## config.mk

```make
export PLATFORM = sky130hd
export DESIGN_NAME = ulp_clk_sel
export DESIGN_NICKNAME = d
export VERILOG_FILES = /design/src/rtl/ulp_pkg.sv /design/src/rtl/ulp_src_sel.sv /design/src/rtl/ulp_div.sv /design/src/rtl/ulp_clk_sel.sv
export SDC_FILE = /design/constraint.sdc
export NUM_CORES = 1
export LEC_CHECK = 0
export BUFFER_PORTS_ARGS = -buffer_cell sky130_fd_sc_hd__buf_4
export CORE_UTILIZATION = 55
export CTS_BUF_LIST = sky130_fd_sc_hd__clkbuf_8
export CTS_CLUSTER_DIAMETER = 60
export DETAILED_ROUTE_END_ITERATION = 10
export MAX_ROUTING_LAYER = met4
export PLACE_DENSITY = 0.9
export SLEW_MARGIN = 15
export SYNTH_ARGS = -nofsm -noshare
export SYNTH_HDL_FRONTEND = slang
export SYNTH_SLANG_ARGS = --single-unit
export TNS_END_PERCENT = 5
```

## constraint.sdc

```tcl
create_clock -name clk -period 4.6 [get_ports clk]
set_input_delay 0.46 -clock clk [delete_from_list [all_inputs] [get_ports clk]]
set_output_delay 0.46 -clock clk [all_outputs]
set_load 0.005 [all_outputs]
```

## src/rtl/ulp_pkg.sv

```systemverilog
package ulp_pkg;

    typedef enum logic [2:0] {
        SRC_MAIN = 3'd0,
        SRC_DIV  = 3'd1,
        SRC_OSC  = 3'd2,
        SRC_LF   = 3'd3,
        SRC_OFF  = 3'd7
    } src_e;

    localparam logic [2:0] MODE_RUN   = 3'd0;
    localparam logic [2:0] MODE_SLEEP = 3'd1;
    localparam logic [2:0] MODE_STOP  = 3'd2;
    localparam logic [2:0] MODE_STBY  = 3'd3;

endpackage

```

## src/rtl/ulp_src_sel.sv

```systemverilog
module ulp_src_sel
    import ulp_pkg::*;
#(
    parameter int DIV_W = 3
) (
    input  logic [2:0]       pwr_mode,
    input  logic             main_hs,
    input  logic             main_lf,
    input  logic             osc_off,
    input  logic             osc_off_stop,
    input  logic             stby_gate,
    input  logic [DIV_W-1:0] div_code,
    output src_e             req_src,
    output logic             req_gate
);

    always_comb begin
        req_src  = SRC_OFF;
        req_gate = 1'b0;
        if (pwr_mode == MODE_RUN || pwr_mode == MODE_SLEEP) begin
            if (main_lf || osc_off) begin
                req_src = SRC_LF;
            end else if (main_hs && div_code != '0) begin
                req_src = SRC_DIV;
            end else begin
                req_src = SRC_MAIN;
            end
        end else if (pwr_mode == MODE_STOP) begin
            req_src = osc_off_stop ? SRC_LF : SRC_OSC;
        end else if (pwr_mode == MODE_STBY) begin
            req_src  = SRC_LF;
            req_gate = stby_gate;
        end
    end

endmodule

```

## src/rtl/ulp_div.sv

```systemverilog
module ulp_div #(
    parameter int DIV_W = 3
) (
    input  logic             clk,
    input  logic             rst_n,
    input  logic             run,
    input  logic             mclk_tick,
    input  logic [DIV_W-1:0] ratio,
    output logic             pulse
);

    localparam logic [DIV_W-1:0] RATIO_RST = DIV_W'(1);

    typedef struct packed {
        logic [DIV_W-1:0] cnt;
        logic [DIV_W-1:0] ratio;
    } div_t;

    div_t st_d, st_q;
    logic ratio_same;

    always_comb begin
        st_d       = st_q;
        ratio_same = (ratio == st_q.ratio);
        st_d.ratio = ratio;
        if (!run || !ratio_same) begin
            st_d.cnt = '0;
        end else if (mclk_tick) begin
            st_d.cnt = (st_q.cnt == st_q.ratio) ? '0 : st_q.cnt + DIV_W'(1);
        end
        pulse = run && mclk_tick && ratio_same && (st_q.cnt == st_q.ratio);
    end

    always_ff @(posedge clk or negedge rst_n) begin
        if (!rst_n) begin
            st_q.cnt   <= '0;
            st_q.ratio <= RATIO_RST;
        end else begin
            st_q <= st_d;
        end
    end

    // the count never passes the ratio it is measured against
    assert_cnt_in_range_R10: assert property (@(posedge clk) disable iff (!rst_n)
        st_q.cnt <= st_q.ratio);

    // a ratio above 1 never gives two pulses in a row
    assert_pulse_spacing_R3: assert property (@(posedge clk) disable iff (!rst_n)
        (pulse && st_q.ratio != '0) |=> !pulse);

endmodule

```

## src/rtl/ulp_clk_sel.sv

```systemverilog
module ulp_clk_sel
    import ulp_pkg::*;
#(
    parameter int DIV_W = 3
) (
    input  logic             clk,
    input  logic             rst_n,
    input  logic [2:0]       pwr_mode,
    input  logic             main_hs,
    input  logic             main_lf,
    input  logic             osc_off,
    input  logic             osc_off_stop,
    input  logic             stby_gate,
    input  logic [DIV_W-1:0] div_code,
    input  logic             mclk_tick,
    input  logic             osc_tick,
    input  logic             lf_tick,
    output logic             dom_tick,
    output logic             tmr_tick,
    output logic [2:0]       active_src
);

    typedef struct packed {
        src_e src;
        logic gate;
    } sel_t;

    sel_t sel_d, sel_q;
    src_e req_src;
    logic req_gate;
    logic div_pulse;
    logic act_tick;
    logic pending;

    ulp_src_sel #(.DIV_W(DIV_W)) src_sel_i (
        .pwr_mode     (pwr_mode),
        .main_hs      (main_hs),
        .main_lf      (main_lf),
        .osc_off      (osc_off),
        .osc_off_stop (osc_off_stop),
        .stby_gate    (stby_gate),
        .div_code     (div_code),
        .req_src      (req_src),
        .req_gate     (req_gate)
    );

    ulp_div #(.DIV_W(DIV_W)) div_i (
        .clk       (clk),
        .rst_n     (rst_n),
        .run       (sel_q.src == SRC_DIV),
        .mclk_tick (mclk_tick),
        .ratio     (div_code),
        .pulse     (div_pulse)
    );

    always_comb begin
        case (sel_q.src)
            SRC_MAIN: act_tick = mclk_tick;
            SRC_DIV:  act_tick = div_pulse;
            SRC_OSC:  act_tick = osc_tick;
            SRC_LF:   act_tick = lf_tick;
            default:  act_tick = 1'b0;
        endcase

        sel_d   = sel_q;
        pending = (req_src != sel_q.src) || (req_gate != sel_q.gate);
        if (pending && (sel_q.src == SRC_OFF || req_src == SRC_OFF || act_tick)) begin
            sel_d.src  = req_src;
            sel_d.gate = req_gate;
        end

        dom_tick   = act_tick && !sel_q.gate;
        tmr_tick   = sel_q.gate ? lf_tick : dom_tick;
        active_src = sel_q.gate ? SRC_OFF : sel_q.src;
    end

    always_ff @(posedge clk or negedge rst_n) begin
        if (!rst_n) begin
            sel_q.src  <= SRC_OFF;
            sel_q.gate <= 1'b0;
        end else begin
            sel_q <= sel_d;
        end
    end

    // the source changes only after an edge of the old one, or away from off
    assert_switch_on_edge_R9: assert property (@(posedge clk) disable iff (!rst_n)
        (sel_q.src != $past(sel_q.src)) |->
            ($past(act_tick) || $past(sel_q.src) == SRC_OFF || sel_q.src == SRC_OFF));

    // shutdown and unused codes turn everything off by the next edge
    assert_off_in_shutdown_R8: assert property (@(posedge clk) disable iff (!rst_n)
        (pwr_mode >= 3'd4) |=> (active_src == 3'd7 && !dom_tick && !tmr_tick));

    // gated standby leaves only the timers clocked
    assert_timer_only_R7: assert property (@(posedge clk) disable iff (!rst_n)
        (pwr_mode == MODE_STBY && stby_gate && $past(pwr_mode == MODE_STBY && stby_gate)
         && $past(active_src == 3'd7)) |-> (!dom_tick && tmr_tick == lf_tick));

endmodule

```

==> Yosys cells after proc, flatten, opt, wreduce, memory -nomap -nowiden <==
Cells that the tools add are included.
Widths: inputs -> output; s select.
{ "word_totals": {"reg_bits": 10, "output_inout_bits": 5, "word_cells": 51} }
{ "op_classes": {"n_addsub": 1, "eq_ne": 12, "mux": 15, "reduce_logical": 19} }
{ "ops": {"columns": ["op", "n"], "rows": [
  ["$mux 3", 8],
  ["$eq 3x2->1 const B", 4],
  ["$eq 3x1->1 const B", 2],
  ["$eq 3x3->1", 2],
  ["$eq 3x3->1 const B", 2],
  ["$logic_and 1x1->1", 6],
  ["$logic_not 3->1", 2],
  ["$logic_or 1x1->1", 6],
  ["$mux 1", 6],
  ["$pmux 1 s4", 1],
  ["$add 3x1->3 const B", 1],
  ["$logic_not 1->1", 3],
  ["$ne 3x3->1", 1],
  ["$reduce_bool 3->1", 1],
  ["$reduce_bool 2->1", 1],
  ["$ne 1x1->1", 1]
]} }

==> Logic depth before layout (Yosys ltp) <==
{ "logic_depth": {"word_depth": 9, "depth_mapped": 6, "ltp_nobuf": 5} }

==> Modules after synthesis <==
From an unflattened synthesis, not the netlist that was laid out.
{ "unflattened": {"hier_cells": 65, "area_unflattened_um2": 659.4} }
{ "by_module_without_submodules": {"columns": ["module", "n_inst", "cells_per_inst", "area_per_inst_um2", "seq_area_each_um2"], "rows": [
  ["ulp_div", 1, 26, 314.1, 151.4],
  ["ulp_clk_sel", 1, 32, 296.5, 103.8],
  ["ulp_src_sel", 1, 7, 48.8, 0.0]
]} }

==> Worst setup path after synthesis <==
No wires, ideal clock.
{ "synth_path": {"kind": "flip-flop to output port", "start": "register sel_q[1] in the netlist's numbering", "end": "output port tmr_tick", "arrival_time_ps": 1428, "required_time_ps": 4140, "slack_ps": 2712, "stages_incl_launch_ff": 7, "cell_sequence": "dfstp_2 -> buf_6 -> nor3b_1 -> nand4_1 -> o22ai_1 -> a21oi_1 -> o21ai_0"} }
{ "synth_between": {"elab_chain_len": 7} }
{ "synth_rtl": {"columns": ["element", "line", "source"], "rows": [
  ["start: declaration", "ulp_clk_sel.sv:28", "sel_t sel_d, sel_q;"],
  ["start signal: assignment", "ulp_clk_sel.sv:82", "sel_q <= sel_d;"],
  ["$eq 3x1->1", "ulp_clk_sel.sv:50, ulp_clk_sel.sv:57", null],
  ["$logic_and 1x1->1 (3 in a row)", "ulp_div.sv:31", "pulse = run && mclk_tick && ratio_same && (st_q.cnt == st_q.ratio);"],
  ["$pmux 1 s4 (*)", "ulp_clk_sel.sv:57", "case (sel_q.src)"],
  ["$logic_and 1x1->1 (*)", "ulp_clk_sel.sv:72", "dom_tick = act_tick && !sel_q.gate;"],
  ["$mux 1 (*)", "ulp_clk_sel.sv:73", "tmr_tick = sel_q.gate ? lf_tick : dom_tick;"],
  ["end: declaration", "ulp_clk_sel.sv:19", "output logic tmr_tick,"]
]} }
Mark *: on every way between the ends. The rest lies on a longest branch, timed or not.

==> Final worst setup path <==
Ends and elaborated chain as after synthesis.

==> flow_summary.ini <==
[critical_path]
worst_path_largest_cell_delay_ns = 0.64
critical_path.endpoint = tmr_tick
setup_slack_of_the_most_critical_reg_to_reg_path_ns = 2.68
worstPathCellList = nor3b_1 > nand4_1 > o22ai_1 > a21oi_1 > o21ai_0 > buf_4
cp-start-kind = register
cp_top_family = flip-flops
worst_setup_path_end_kind = output port
rr_endpoint = sel_q[0]
criticalPathCategory = register to output port
critical_path.max_fanout = 8
critical_path_required_ns = 4.14
crit_start = sel_q[1]
cp_data_arrival_time_ns = 1.86
worstRegToRegCells = 5
cp.depth = 6
timing.critical_path.buf_inv = 1
critical-path-slowest-cell = sky130_fd_sc_hd__dfstp_2
startpoint_of_the_worst_register_to_register_path = sel_q[1]

[routing]
routed-via-count = 588
post-route-drc-count = 0
detail_route.vias_per_cell = 5.76
drt_first_pass_iters = 4
wl_per_cell_um = 14.6
totalWireLength_um = 1490
detail-route-antenna-nets = 0
drt_first_iter_violations = 21

[synth]
mappedNetlistArea_sq_um = 714
synthMostInstantiatedCell = sky130_fd_sc_hd__xnor2_1
synth_cells = 67
synth_cell_types = 32
synth.cells.most_frequent = sky130_fd_sc_hd__xnor2_1 (7), sky130_fd_sc_hd__dfrtp_1 (6), sky130_fd_sc_hd__a21oi_1 (5)
synthFlopType = sky130_fd_sc_hd__dfrtp_1
synth_top_area_cell = sky130_fd_sc_hd__dfrtp_1
synth-edff-count = 0
postSynth.asyncResetShare_pct = 100
synth_top_area_share_pct = 21.0
synth_area_leaders = sky130_fd_sc_hd__dfrtp_1 (21%), sky130_fd_sc_hd__dfstp_2 (15%), sky130_fd_sc_hd__xnor2_1 (8.6%)
synthesis.area_per_instance_sq_um = 10.7
ff_latch_count_synth = 10
yosysWarnings = 0
sequential_to_total_area_share_from_yosys_stat_pct = 35.7
synth.net_count = 84

[grt]
grt_start_max_net_pins = 11
grt_antenna_before_repair = 0
grt.busiest_layer = met2
global_route.usage.total_pct = 26.6
global_route.overflow_total = 0
grt_pass1_wl_um = 2510
globalRouteMet3Util_pct = 6.98
globalRouteMet2Util_pct = 47.9
global_route.usage.met1_pct = 28.4
first_global_vias = 586

[layout]
final_layout_size_suffix_gt1_share_pct = 44.3
fillCellCount = 84
final_cell_count_no_fill = 102
antenna-diode-count = 0
syn_to_final_growth_pct = 25.6
layout.nets = 106

[placement]
dpl.cell_count = 98
final_weighted_congestion_in_routability_driven_placement = 0.755
placement.io_buffers = 20
place.detailed.hpwl_um = 1170

[clocking]
clock-sinks = 10
clkSlewWorstSetupHoldPaths_ns = 0.05
clock_latency_ns = 0.23
cts.path.max_buffers = 2
cts_setup_buffers = 0
cts_tree = done
hold_buffers = 0
post_cts.resized_instances = 0
cts-htree-levels = 1
master_cell_of_the_clock_root_buffer = sky130_fd_sc_hd__clkbuf_8
tritoncts.num_buffers = 3

[timing]
achievable-frequency_mhz = 432
worst_pin_slew_ns = 0.363
rsz0062_at_grt = false
fin_tns_setup_ns = 0
timing.clock.skew_ns = 0.00297
max-slew-margin-rel_pct = 75.6
hold_viol = 0
report.final.setup_viol = 0
crit_share_post_route_pct = 50.3
fin_crit_ns = 2.32
number_of_max_slew_violations_in_the_final_report = 0

[flow_run]
maxCapViolations = 0

[worst_hold_path]
worst_hold_path_type = input pin to async pin

[floorplanning]
chipHeight_um = 38.0
ios = 21
floorplan.rows = 12
coreArea_sq_mm = 0.00116
effective_utilization_at_floorplan_pct = 61.8
fp.dieArea_sq_mm = 0.00145
die_w_um = 38.0

[power_and_ir_drop]
ir_drop_uv = 246
powerDensity_mw_per_mm2 = 270
p_leak_nw = 0.398
post-layout-total-power_mw = 0.242

[run_status]
run_status = finished clean
[report_power, final]
group / switching (mW) / internal (mW)
clock: 0.0330 / 0.0583
sequential: 0.00743 / 0.0938
combinational: 0.0206 / 0.0289
[kinds of logic (layout without fill, tap and decap cells)]
family | count (synthesis) | in the layout | synth area share (%)
AO/OA/AOI/OAI | 15 | 15 | 15.4
XOR/XNOR | 9 | 9 | 11.0
adder cells (fa/ha/maj) | 1 | 1 | 1.75
buffers and inverters | 6 | 27 | 5.78
flip-flops | 10 | 10 | 35.7
multiplexers | 4 | 4 | 7.01
AND/OR/NAND/NOR | 22 | 22 | 23.3
[sequential cells by signal (all words and copies together) (netlist names)]
name / cells
div_i.st_q: 6
sel_q: 4
[placed cells by master (no fill, tap or decap), types with 2 or more instances in the layout]
master / instances
sky130_fd_sc_hd__a21oi_1: 5
sky130_fd_sc_hd__buf_4: 20
sky130_fd_sc_hd__clkbuf_8: 3
sky130_fd_sc_hd__dfrtp_1: 6
sky130_fd_sc_hd__dfstp_2: 4
sky130_fd_sc_hd__inv_1: 4
sky130_fd_sc_hd__mux2_4: 2
sky130_fd_sc_hd__mux2i_1: 2
sky130_fd_sc_hd__nand2_1: 2
sky130_fd_sc_hd__nand3_1: 3
sky130_fd_sc_hd__nor2_1: 3
sky130_fd_sc_hd__nor3_2: 2
sky130_fd_sc_hd__nor3b_1: 2
sky130_fd_sc_hd__o21ai_0: 2
sky130_fd_sc_hd__o31ai_1: 2
sky130_fd_sc_hd__or2_2: 3
sky130_fd_sc_hd__xnor2_1: 7
sky130_fd_sc_hd__xor2_1: 2
[layout make-up]
class	count	area, sq um	share of cell area [%]
Multi-Input combinational cell	51	418	46.6
Sequential cell	10	255	28.5
Timing Repair Buffer	20	150	16.7
Clock buffer	3	41.3	4.60
Tap cell	14	17.5	1.95
Inverter	3	11.3	1.26
Clock inverter	1	3.75	0.418
[metal layers]
layer,routed length [um],share of wire [%],up-vias
li1,-,-,284
met1,596,40,278
met2,796,53,24
met3,81,5.4,2
met4,14,0.94,0
met5,0,0,-
[metrics by stage]
step	worst slack [ns]	utilization (%)	area, sq um	hold slack (ns)
CTS	2.27	77.6	897	0.0434
finish	2.28	77.6	897	0.0462
global placement	2.55	73.7	852	0.289
floorplan	2.71	-	714	0.164
detailed placement	2.54	73.7	852	0.296
global route	2.15	77.6	897	0.0417
[worst reg2reg max path: stages, from the launching register on]
cell and delay [ns]:
sky130_fd_sc_hd__dfstp_2 0.64, sky130_fd_sc_hd__nor3b_1 0.20, sky130_fd_sc_hd__nand4_1 0.22, sky130_fd_sc_hd__nor3_2 0.25
sky130_fd_sc_hd__or2_4 0.19, sky130_fd_sc_hd__mux2_4 0.29
[worst min-delay path by stage]
stage / from / cells after the start / to
after detailed placement: rst_n / 1 / div_i.st_q[5]
after CTS: rst_n / 1 / div_i.st_q[5]
after global placement: rst_n / 1 / div_i.st_q[5]
after global routing: rst_n / 1 / div_i.st_q[4]
final: rst_n / 1 / div_i.st_q[4]
after floorplan: rst_n / 0 / div_i.st_q[1]
Note: power is estimated with default switching activity, not from simulation.
